**config.mk**
```make
export PLATFORM = sky130hd
export DESIGN_NAME = dma_block_mover
export DESIGN_NICKNAME = d
export VERILOG_FILES = /design/src/rtl/dma_block_mover.sv
export SDC_FILE = /design/constraint.sdc
export NUM_CORES = 1
export LEC_CHECK = 0
export BUFFER_PORTS_ARGS = -buffer_cell sky130_fd_sc_hd__buf_4
export CORE_ASPECT_RATIO = 0.7
export CORE_UTILIZATION = 51
export DETAILED_ROUTE_END_ITERATION = 16
export GPL_ROUTABILITY_DRIVEN = 0
export GPL_TIMING_DRIVEN = 0
export HOLD_SLACK_MARGIN = 0.06
export PLACE_DENSITY = 0.87
export SYNTH_ARGS = -nofsm -noshare
export SYNTH_HDL_FRONTEND = slang
export SYNTH_SLANG_ARGS = --single-unit
```
**constraint.sdc**
```tcl
create_clock -name clk -period 2.7 [get_ports clk]
set_input_delay 0.54 -clock clk [delete_from_list [all_inputs] [get_ports clk]]
set_output_delay 0.54 -clock clk [all_outputs]
set_load 0.02 [all_outputs]
```
**src/rtl/dma_block_mover.sv**
```systemverilog
module dma_block_mover #(
  parameter int AW = 16,
  parameter int DW = 16,
  parameter int CW = 16,
  parameter int RW = 16
) (
  input  logic          clk,
  input  logic          rst_n,
  input  logic          cfg_we,
  input  logic [1:0]    cfg_sel,
  input  logic [RW-1:0] cfg_wdata,
  output logic [RW-1:0] cfg_rdata,
  output logic          irq,
  output logic          bus_req,
  input  logic          bus_gnt,
  output logic [AW-1:0] mem_addr,
  output logic          mem_re,
  output logic          mem_we,
  output logic [DW-1:0] mem_wdata,
  input  logic [DW-1:0] mem_rdata,
  input  logic          dev_req,
  output logic          dev_ack,
  input  logic [DW-1:0] dev_rdata,
  output logic [DW-1:0] dev_wdata
);
  localparam logic [1:0] SEL_ADDR = 2'd0;
  localparam logic [1:0] SEL_CNT  = 2'd1;
  localparam logic [1:0] SEL_CTRL = 2'd2;
  localparam int B_GO    = 0;
  localparam int B_TOMEM = 1;
  localparam int B_STEAL = 2;
  localparam int B_CLR   = 3;

  logic [AW-1:0] addr_q;
  logic [CW-1:0] cnt_q;
  logic busy_q, irq_q, dir_q, steal_q, gap_q;

  wire ctrl_wr = cfg_we && (cfg_sel == SEL_CTRL);
  wire go      = ctrl_wr && cfg_wdata[B_GO] && !busy_q;
  wire move    = busy_q && !gap_q && bus_gnt && dev_req;
  wire last    = move && (cnt_q == CW'(1));

  always_ff @(posedge clk) begin
    if (!rst_n) begin
      addr_q  <= '0;
      cnt_q   <= '0;
      busy_q  <= 1'b0;
      irq_q   <= 1'b0;
      dir_q   <= 1'b0;
      steal_q <= 1'b0;
      gap_q   <= 1'b0;
    end else begin
      if (cfg_we && !busy_q && cfg_sel == SEL_ADDR) addr_q <= cfg_wdata[AW-1:0];
      if (cfg_we && !busy_q && cfg_sel == SEL_CNT)  cnt_q  <= cfg_wdata[CW-1:0];
      if (ctrl_wr && cfg_wdata[B_CLR]) irq_q <= 1'b0;
      if (go) begin
        dir_q   <= cfg_wdata[B_TOMEM];
        steal_q <= cfg_wdata[B_STEAL];
        busy_q  <= (cnt_q != '0);
        irq_q   <= (cnt_q == '0);
        gap_q   <= 1'b0;
      end else if (move) begin
        addr_q <= addr_q + AW'(1);
        cnt_q  <= cnt_q - CW'(1);
        gap_q  <= steal_q && !last;
        if (last) begin
          busy_q <= 1'b0;
          irq_q  <= 1'b1;
        end
      end else begin
        gap_q <= 1'b0;
      end
    end
  end

  always_comb begin
    case (cfg_sel)
      SEL_ADDR: cfg_rdata = RW'(addr_q);
      SEL_CNT:  cfg_rdata = RW'(cnt_q);
      SEL_CTRL: cfg_rdata = RW'({steal_q, dir_q, irq_q, busy_q});
      default:  cfg_rdata = '0;
    endcase
  end

  assign bus_req   = busy_q && !gap_q;
  assign dev_ack   = move;
  assign mem_we    = move && dir_q;
  assign mem_re    = move && !dir_q;
  assign mem_addr  = addr_q;
  assign mem_wdata = dev_rdata;
  assign dev_wdata = mem_rdata;
  assign irq       = irq_q;
endmodule


```
Yosys cells after proc, flatten, opt, wreduce, memory -nomap -nowiden
Index checks and enable logic that the tools add are counted.
{"block": "op_classes", "add_sub_neg": 2, "multipliers": 0, "div_mod_pow": 0, "n_lt_le_gt_ge": 0, "n_eq_ne": 3, "shift": 0, "muxes": 14, "bitwise_logic": 2, "reduce_logical": 25}
{"operator": "$mux 16", "n": 6}
{"operator": "$pmux 16 s3", "n": 1}
{"operator": "$add 16x1->16 const B", "n": 1}
{"operator": "$eq 16x1->1 const B", "n": 1}
{"operator": "$logic_not 16->1", "n": 1}
{"operator": "$reduce_bool 16->1", "n": 1}
{"operator": "$sub 16x1->16 const B", "n": 1}
{"operator": "$logic_and 1x1->1", "n": 14}
{"operator": "$mux 1", "n": 7}
{"operator": "$logic_not 1->1", "n": 4}
{"operator": "$reduce_bool 2->1", "n": 2}
{"operator": "$reduce_or 3->1", "n": 1}
{"operator": "$eq 2x1->1 const B", "n": 1}
{"operator": "$eq 2x2->1 const B", "n": 1}
{"operator": "$logic_not 2->1", "n": 1}
{"operator": "$not 1->1", "n": 2}
{"operator": "$reduce_and 2->1", "n": 1}
{"block": "totals", "register_bits": 37, "latchBits": 0, "mem_bits_rw": 0, "rom_bits": 0, "input_bits": 55, "out_inout_bits": 69, "elab_cells": 53, "n_memories": 0}

Depth between registers and ports, before layout
Gate-level depths: netlist of run 1.
{"block": "logic_depth", "word_depth": 8, "mapped_depth": 9, "ltp_nobuf": 7}

Worst setup path after synthesis of run 1
OpenSTA, ideal clock, no wires.
{"block": "synth_path", "path_type": "input to output", "from": "input port cfg_sel[0]", "to": "output port cfg_rdata[0]", "t_arrival_ns": 1.420, "required_ns": 2.160, "setup_slack_ns": 0.740, "cell_stages": 3, "n_path_buf": 2, "path_cell_list": "buf_2 buf_2 o21ai_0"}
{"block": "synth_between", "elab_chain_cells": 2, "elab_cells_between_ends": 4, "classes_between": "eq/ne (2); mux (1); reduce/logical (1)"}
{"item": "start, declared", "line": "10", "text": "input logic [1:0] cfg_sel,"}
{"item": "$eq 2x2->1, or another cell as far along", "line": "77", "text": "case (cfg_sel)"}
{"item": "$pmux 16 s3 (*)", "line": "77"}
{"item": "end, declared", "line": "12", "text": "output logic [RW-1:0] cfg_rdata,"}
Mark *: on every way between the ends. The rest lies on a longest branch, timed or not.

Final worst setup path of run 1
{"block": "layout_path", "from": "register busy_q", "to": "output port mem_re"}
{"block": "layout_between", "elab_chain_cells": 4}
{"item": "start, declared", "line": "36", "text": "logic busy_q, irq_q, dir_q, steal_q, gap_q;"}
{"item": "start signal, assigned", "line": "59", "text": "busy_q <= (cnt_q != '0);"}
{"item": "$logic_and 1x1->1 (3 in a row)", "line": "40", "text": "wire move = busy_q && !gap_q && bus_gnt && dev_req;"}
{"item": "$logic_and 1x1->1", "line": "88", "text": "assign mem_re = move && !dir_q;"}
{"item": "end, declared", "line": "17", "text": "output logic mem_re,"}
Every way passes these cells.

==> results.yml, run 1 <==
cells_and_area:
  drive_gt1_share_pct: 34.8
  layout_commonest_cell: "buf_4"
  num-nets-final: 500
  syn_to_final_growth_pct: 32.3
  stdcell_area_um2: 3500
  final_core_utilization_pct: 71.7
  mostFrequentLayoutCells: "buf_4, nor2_1, dfxtp_1"
  diodes: 0
  stdcell_count: 511
  num-fill-cells: 422
placed_design:
  placedInstanceArea_um2: 3420
  post-dp-hpwl_mm: 6.60
  dp.cells: 504
  io_buffers: 91
run_status:
  run_status: "complete, no violations"
global_routing:
  grt_max_degree: 11
  track_usage_pct: 32.8
  grt_pass1_vias: 2869
  grt_antenna_before_repair: 0
  grt_pass1_wl_mm: 13.8
  overflow: 0
routing:
  drt-total-wl_mm: 9.00
  dr.pass1.iters: 8
  detail-route-antenna-nets: 0
  wl_per_cell_um: 17.6
  viasPerCell: 6.01
  drc: 0
  dr.first_iter.drc_count: 449
  vias: 3073
die:
  boundaryPins: 124
  dieArea_um2: 5490
  num_rows: 21
  coreArea_um2: 4890
  dieHeight_um: 62.3
  die_w_um: 88.1
  start_util_pct: 54.2
worst_setup_path:
  reg2reg_depth: 7
  crit_chain: "buf_2 -> nand4b_1 -> buf_2 -> buf_1 -> nor2_1 -> buf_4"
  cp_max_fo: 10
  crit_path_frequent_cell: "buf_2"
  cp_top_family: "buffers and inverters"
  path_class: "reg2out"
  slowest_delay_ps: 420
  critPathRequiredTime_ps: 2160
  slowest_stage: "buf_1"
  reg2reg_slack_ps: 610
  cp_num_buf_inv: 4
  reg2reg_to: "mem_addr[10]$_SDFF_PN0_"
  endpoint_kind: "output pin"
  reg2reg_from: "busy_q$_SDFFE_PN0P_"
  startpoint_type: "register"
  arrival_ps: 1930
sta:
  relSlewSlack_pct: 53.0
  rsz0062_at_grt: "no"
  hold_viol: 0
  finalSetupTns_ps: 0
  max_slew.worst_pin.slew_ps: 702
  period_minus_slack_ps: 2470
  clock_skew_ps: 10.3
  max_freq_ghz: 0.406
  finalSetupViolCount: 0
  slew_viol_final: 0
  hold_ws_ps: 504
  period_share_pct: 91.3
clocking:
  clkSlewWorstSetupHoldPaths_ps: 80
  root_buffer: "clkbuf_8"
  post-cts-setup-buffers: 0
  cts.sinks: 37
  cts_hold_buf: 0
  clkLatencyLatePin_ps: 300
  cts_buffers: 5
  cts_tree: "done"
  clockBufferDepth: 2
  cts_max_level: 2
  cts_resized: 0
synthesis:
  synth_nets: 402
  synth_edf_count: 0
  synth_area_um2: 2650
  ys.warnings.count: 0
  ys_types: 54
  synth.ff_latch_count: 37
  syn-instance-count: 344
  avgSynthCellArea_um2: 7.70
  synth_ff_type: "dfxtp_1"
  synth-seq-area-share_pct: 28.0
  async_flop_share_pct: 0
pwr:
  power-per-cell-area_nw_per_um2: 395
  max-vdd-ir-drop_uv: 299
  p_leak_nw: 1.57
hold_path:
  holdPathEnd: "mem_addr[12]$_SDFF_PN0_"
  min_path_cells: 3
  hold_path_class: "in2reg"
  worst_hold_startpoint: "cfg_wdata[12]"
run:
  cap_violations: 0
## worst max path at each step
stage                              startpoint      endpoint  cells after the start  slack (ps)
after floorplan                    cfg_sel[0]  cfg_rdata[0]                      3         740
after global placement             cfg_sel[0]  cfg_rdata[5]                      6         400
after detailed placement           cfg_sel[0]  cfg_rdata[6]                      6         360
after CTS                 busy_q$_SDFFE_PN0P_        mem_re                      6         280
after global routing      busy_q$_SDFFE_PN0P_        mem_re                      6         160
final                     busy_q$_SDFFE_PN0P_        mem_re                      6         230
## per-stage QoR
step | total power [mW] | setup slack, ps
3_3_place_gp | 0.973 | 398
3_5_place_dp | 0.983 | 361
5_1_grt | 1.43 | 155
6_report | 1.39 | 234
4_1_cts | 1.37 | 283
2_1_floorplan | 0.840 | 740
## power by group
part	switching (mW)	leakage [nW]	internal, mW
Sequential	0.0303	0.301	0.566
Combinational	0.206	1.22	0.177
Clock	0.204	0.0443	0.203
## registers in the layout, summed over array words and instances, names as in the netlist
signal and count:
busy_q 1, cnt_q 16, dir_q 1, gap_q 1, irq 1, mem_addr 16, steal_q 1
## final cells by class
| cell class | count | area (µm²) | area share [%] |
|---|---|---|---|
| sequential | 37 | 741 | 21.1 |
| timing repair buffer | 91 | 683 | 19.5 |
| inverter | 5 | 18.8 | 0.536 |
| clock buffer | 7 | 86.3 | 2.46 |
| multi-input combinational | 249 | 1530 | 43.8 |
| tap | 69 | 86.3 | 2.46 |
| buffer | 53 | 355 | 10.1 |
## cells in the mapped netlist, types with 4 or more instances
master / number / area [µm²]
nor4_1: 6 / 37.5
a31oi_1: 8 / 50.1
nand2_1: 28 / 105
dfxtp_1: 37 / 741
buf_2: 8 / 40.0
nand3_1: 19 / 95.1
nor3_1: 12 / 60.1
o21ai_0: 20 / 100
a21oi_1: 22 / 110
buf_4: 35 / 263
nor2_1: 43 / 161
clkbuf_1: 6 / 22.5
inv_1: 4 / 15.0
mux2i_1: 18 / 180
nor2b_1: 4 / 25.0
and3_1: 7 / 43.8
nand4_1: 6 / 37.5
a221oi_1: 8 / 70.1
## kinds of logic after synthesis
family / count (synthesis) / synth area share, %
AND/OR/NAND/NOR: 144 / 28.8
AO/OA/AOI/OAI: 77 / 18.4
buffers and inverters: 58 / 14.1
flip-flops: 37 / 28.0
multiplexers: 20 / 7.66
XOR/XNOR: 5 / 1.65
adder cells (fa/ha/maj): 3 / 1.42
## worst reg2reg max path: stages (launching register included)
cell      delay (ps)
dfxtp_1          300
buf_2            170
nand4b_1         200
buf_2            290
clkbuf_1         450
o21ai_0          210
a221oi_1         290
nor2_1            70
## layer usage
| layer | GRT usage (%) | wire length, µm | vias to the layer above |
|---|---|---|---|
| met5 | 0 | 0 | - |
| met3 | 8.64 | 1350 | 34 |
| met4 | 13.7 | 201 | 0 |
| met2 | 48.3 | 4020 | 251 |
| met1 | 45.0 | 3430 | 1384 |
| li1 | - | - | 1404 |
No activity file was read; power rests on OpenSTA's default activity.
==> run 2, diff against run 1 <==
CELL_PAD_IN_SITES_DETAIL_PLACEMENT = 0   (was unset)
CELL_PAD_IN_SITES_GLOBAL_PLACEMENT = 1   (was unset)
CORE_UTILIZATION = 35   (was 51)
PLACE_DENSITY = unset   (was 0.87)
PLACE_DENSITY_LB_ADDON = 0.1   (was unset)
SLEW_MARGIN = 20   (was unset)
==> results.yml, run 2 (synthesis gave the netlist of run 1 again) <==
run_status:
  run_status: "complete, no violations"
sta:
  relSlewSlack_pct: 50.1
  finalSetupTns_ps: 0
  finalSetupViolCount: 0
  clock_skew_ps: 7.36
  slew_viol_final: 0
  period_minus_slack_ps: 2480
  max_slew.worst_pin.slew_ps: 745
  rsz0062_at_grt: "no"
  hold_viol: 0
  period_share_pct: 91.8
  hold_ws_ps: 507
  max_freq_ghz: 0.403
hold_path:
  hold_path_class: "in2reg"
pwr:
  max-vdd-ir-drop_uv: 177
  p_leak_nw: 1.57
  power-per-cell-area_nw_per_um2: 391
clocking:
  cts.sinks: 37
  cts_max_level: 2
  clkLatencyLatePin_ps: 290
  cts_tree: "done"
  clkSlewWorstSetupHoldPaths_ps: 70
  cts_resized: 0
  cts_hold_buf: 0
  post-cts-setup-buffers: 0
  root_buffer: "clkbuf_8"
  clockBufferDepth: 2
  cts_buffers: 5
routing:
  dr.first_iter.drc_count: 204
  drt-total-wl_mm: 9.39
  dr.pass1.iters: 5
  detail-route-antenna-nets: 0
  vias: 2974
  drc: 0
  wl_per_cell_um: 17.4
  viasPerCell: 5.51
worst_setup_path:
  critPathRequiredTime_ps: 2160
  reg2reg_depth: 7
  reg2reg_slack_ps: 630
  endpoint_kind: "output pin"
  path_class: "reg2out"
  arrival_ps: 1940
  startpoint_type: "register"
  cp-startpoint: "busy_q$_SDFFE_PN0P_"
  cp_max_fo: 10
  reg2reg_to: "mem_addr[10]$_SDFF_PN0_"
  endpoint: "mem_re"
  reg2reg_from: "busy_q$_SDFFE_PN0P_"
cells_and_area:
  num-fill-cells: 767
  num-nets-final: 500
  mostFrequentLayoutCells: "buf_4, nor2_1, dfxtp_1"
  diodes: 0
  syn_to_final_growth_pct: 33.7
  layout_commonest_cell: "buf_4"
  drive_gt1_share_pct: 34.8
global_routing:
  overflow: 0
  grt_antenna_before_repair: 0
  grt_pass1_vias: 2603
  grt_pass1_wl_mm: 14.3
  track_usage_pct: 23.9
  grt_max_degree: 11
die:
  dieArea_um2: 7920
  boundaryPins: 124
  dieHeight_um: 74.8
  num_rows: 26
  coreArea_um2: 7320
  start_util_pct: 36.2
  die_w_um: 106
placed_design:
  io_buffers: 91
  post-dp-hpwl_mm: 6.93
run:
  cap_violations: 0
==> run 2: layout make-up <==
cell class              count  area, µm²  area share [%]
multi-input cells         249       1530            43.3
flip-flops and latches     37        741            20.9
repair buffers             91        683            19.3
plain buffers              53        355            10.0
well taps                  98        123            3.46
clock buffers               7       86.3            2.44
inverters                   5       18.8           0.530
==> run 2: how the worst min path moves through the flow <==
stage,from,to,slack [ps],depth (start not counted)
after global routing,cfg_wdata[2],steal_q$_SDFFE_PN0P_,520,3
after global placement,cnt_q[10]$_SDFF_PN0_,cnt_q[10]$_SDFF_PN0_,510,2
after detailed placement,cnt_q[10]$_SDFF_PN0_,cnt_q[10]$_SDFF_PN0_,510,2
final,cfg_wdata[14],mem_addr[14]$_SDFF_PN0_,510,3
after CTS,cfg_wdata[14],mem_addr[14]$_SDFF_PN0_,500,3
after floorplan,steal_q$_SDFFE_PN0P_,steal_q$_SDFFE_PN0P_,480,2
==> run 2: critical path: stages (launching register included) <==
cell and delay [ps]:
dfxtp_1 300, buf_2 170, nand4b_1 190, buf_2 290
buf_1 420, nor2_1 90, buf_4 180
==> run 2: routing by layer <==
layer | share of wire [%] | vias to the layer above | global-route usage, %
li1 | - | 1418 | -
met1 | 48 | 1406 | 34.5
met2 | 43 | 141 | 37.3
met3 | 8.1 | 9 | 3.64
met4 | 1.2 | 0 | 6.48
met5 | 0 | - | 0
==> run 2: per-stage QoR <==
stage	util, %	total power, mW	cells	setup WS [ps]	instance area [µm²]
6_report	48.4	1.39	540	221	3540
5_1_grt	48.4	1.45	540	140	3540
4_1_cts	48.4	1.39	540	250	3540
3_5_place_dp	47.2	0.990	533	344	3450
3_3_place_gp	47.2	0.989	533	334	3450
2_1_floorplan	-	0.840	344	740	2650
==> run 2: power by group <==
| part | internal [mW] | total (mW) | switching (mW) |
|---|---|---|---|
| logic | 0.177 | 0.385 | 0.208 |
| clock network | 0.203 | 0.404 | 0.201 |
| registers | 0.566 | 0.597 | 0.0310 |
| total | 0.945 | 1.39 | 0.441 |
==> run 3, diff against run 2 <==
GPL_TIMING_DRIVEN = 1   (was 0)
==> results.yml, run 3 (synthesis gave the netlist of run 1 again) <==
run_status:
  run_status: "complete, no violations"
cells_and_area:
  num-nets-final: 424
  syn_to_final_growth_pct: 15.4
  stdcell_area_um2: 3050
  drive_gt1_share_pct: 23.7
  layout_commonest_cell: "buf_4"
  diodes: 0
  mostFrequentLayoutCells: "buf_4, nor2_1, dfxtp_1"
  num-fill-cells: 789
routing:
  wl_per_cell_um: 18.8
  detail-route-antenna-nets: 0
  drt-total-wl_mm: 8.73
  viasPerCell: 5.61
  dr.first_iter.drc_count: 137
  vias: 2607
  dr.pass1.iters: 4
  drc: 0
pwr:
  intPower_mw: 0.980
  max-vdd-ir-drop_uv: 166
  pwr-share-seq_pct: 43.1
  pwr-share-clk_pct: 37.5
  p_switching_mw: 0.407
  p_leak_nw: 1.25
  pwr-share-comb_pct: 19.3
  swShare_pct: 29.3
  power-per-cell-area_nw_per_um2: 454
global_routing:
  grt_pass1_vias: 2297
  grt_max_degree: 38
  track_usage_pct: 22.0
  grt_pass1_wl_mm: 13.1
  grt_use_met2_pct: 33.0
  overflow: 0
  busiest_layer: "met2"
  grt_use_met1_pct: 32.5
  grtUsageMet3_pct: 3.90
  grt_antenna_before_repair: 0
sta:
  max_freq_ghz: 0.485
  period_minus_slack_ps: 2060
  rsz0062_at_grt: "no"
  clock_skew_ps: 7.01
  finalSetupTns_ps: 0
  hold_viol: 0
  relSlewSlack_pct: 59.9
  period_share_pct: 76.4
  max_slew.worst_pin.slew_ps: 599
  finalSetupViolCount: 0
  slew_viol_final: 0
clocking:
  clkSlewWorstSetupHoldPaths_ps: 80
  cts_max_level: 2
  clockBufferDepth: 2
  post-cts-setup-buffers: 0
  cts_hold_buf: 0
  cts_resized: 0
  cts_tree: "done"
  cts_buffers: 5
  clkLatencyLatePin_ps: 300
  root_buffer: "clkbuf_8"
  cts.sinks: 37
die:
  dieArea_um2: 7920
  num_rows: 26
  coreArea_um2: 7320
  start_util_pct: 36.2
  boundaryPins: 124
  dieHeight_um: 74.8
  die_w_um: 106
hold_path:
  min_path_cells: 3
  hold_path_class: "in2reg"
worst_setup_path:
  slowest_stage: "buf_4"
  cp.depth: 5
  reg2reg_depth: 6
  crit_path_frequent_cell: "buf_4"
  endpoint_kind: "output pin"
  slowest_delay_ps: 330
  cp_max_fo: 23
  path_class: "in2out"
  crit_chain: "buf_4 -> nor2b_1 -> nand2_1 -> o21ai_0 -> buf_4"
  cp_top_family: "buffers and inverters"
  startpoint_type: "input pin"
  critPathRequiredTime_ps: 2160
  arrival_ps: 1520
  cp_num_buf_inv: 2
placed_design:
  post-dp-hpwl_mm: 6.08
  placedInstanceArea_um2: 2940
  io_buffers: 59
run:
  cap_violations: 0
## run 3: cell types whose count changed in the layout (fill, tap and decap cells not counted)
cell,previous run,this run
buf_1,2,0
buf_12,0,1
buf_2,8,0
buf_4,126,67
buf_6,2,0
bufinv_16,0,1
clkbuf_1,7,1
## run 3: layer usage
layer,share of wire [%],up-vias
met4,0.74,0
met2,43,96
met1,50,1241
li1,-,1259
met3,6.0,11
met5,0,-
## run 3: worst min-delay path, stage by stage
cell and delay [ps]:
buf_4 90, nand3_1 60, o211ai_1 80
## run 3: worst paths after layout
| check | from | endpoint | slack, ps |
|---|---|---|---|
| worst max-delay path | cfg_sel[0] | cfg_rdata[0] | 640 |
| worst min-delay path | cfg_wdata[14] | mem_addr[14]$_SDFF_PN0_ | 500 |
| worst max register to register | gap_q$_SDFF_PP0_ | mem_addr[11]$_SDFF_PN0_ | 830 |
| worst min register to register | cnt_q[10]$_SDFF_PN0_ | cnt_q[10]$_SDFF_PN0_ | 540 |
## run 3: per-stage QoR
stage / power, mW / worst slack [ps] / utilization [%] / instances / hold WS, ps
CTS: 1.39 / 640 / 41.7 / 465 / 495
global route: 1.44 / 552 / 41.7 / 465 / 506
finish: 1.39 / 637 / 41.7 / 465 / 500
detailed placement: 0.877 / 596 / 40.1 / 457 / 530
floorplan: 0.840 / 740 / - / 344 / 478
global placement: 0.878 / 610 / 40.1 / 457 / 532
## run 3: power by group through the flow
stage | clock network (mW) | registers [mW] | logic (mW)
after floorplan | 0 | 0.610 | 0.229
after global placement | 0 | 0.611 | 0.267
after detailed placement | 0 | 0.611 | 0.266
after CTS | 0.527 | 0.598 | 0.267
after global routing | 0.552 | 0.602 | 0.289
final | 0.520 | 0.598 | 0.268
## run 3: final cells by class
type	count	area [µm²]	area share [%]
repair buffers	68	523	17.1
flip-flops and latches	37	741	24.3
clock buffers	7	86.3	2.83
multi-input cells	249	1530	50.2
well taps	98	123	4.01
inverters	5	18.8	0.615
clock inverters	1	30.0	0.983
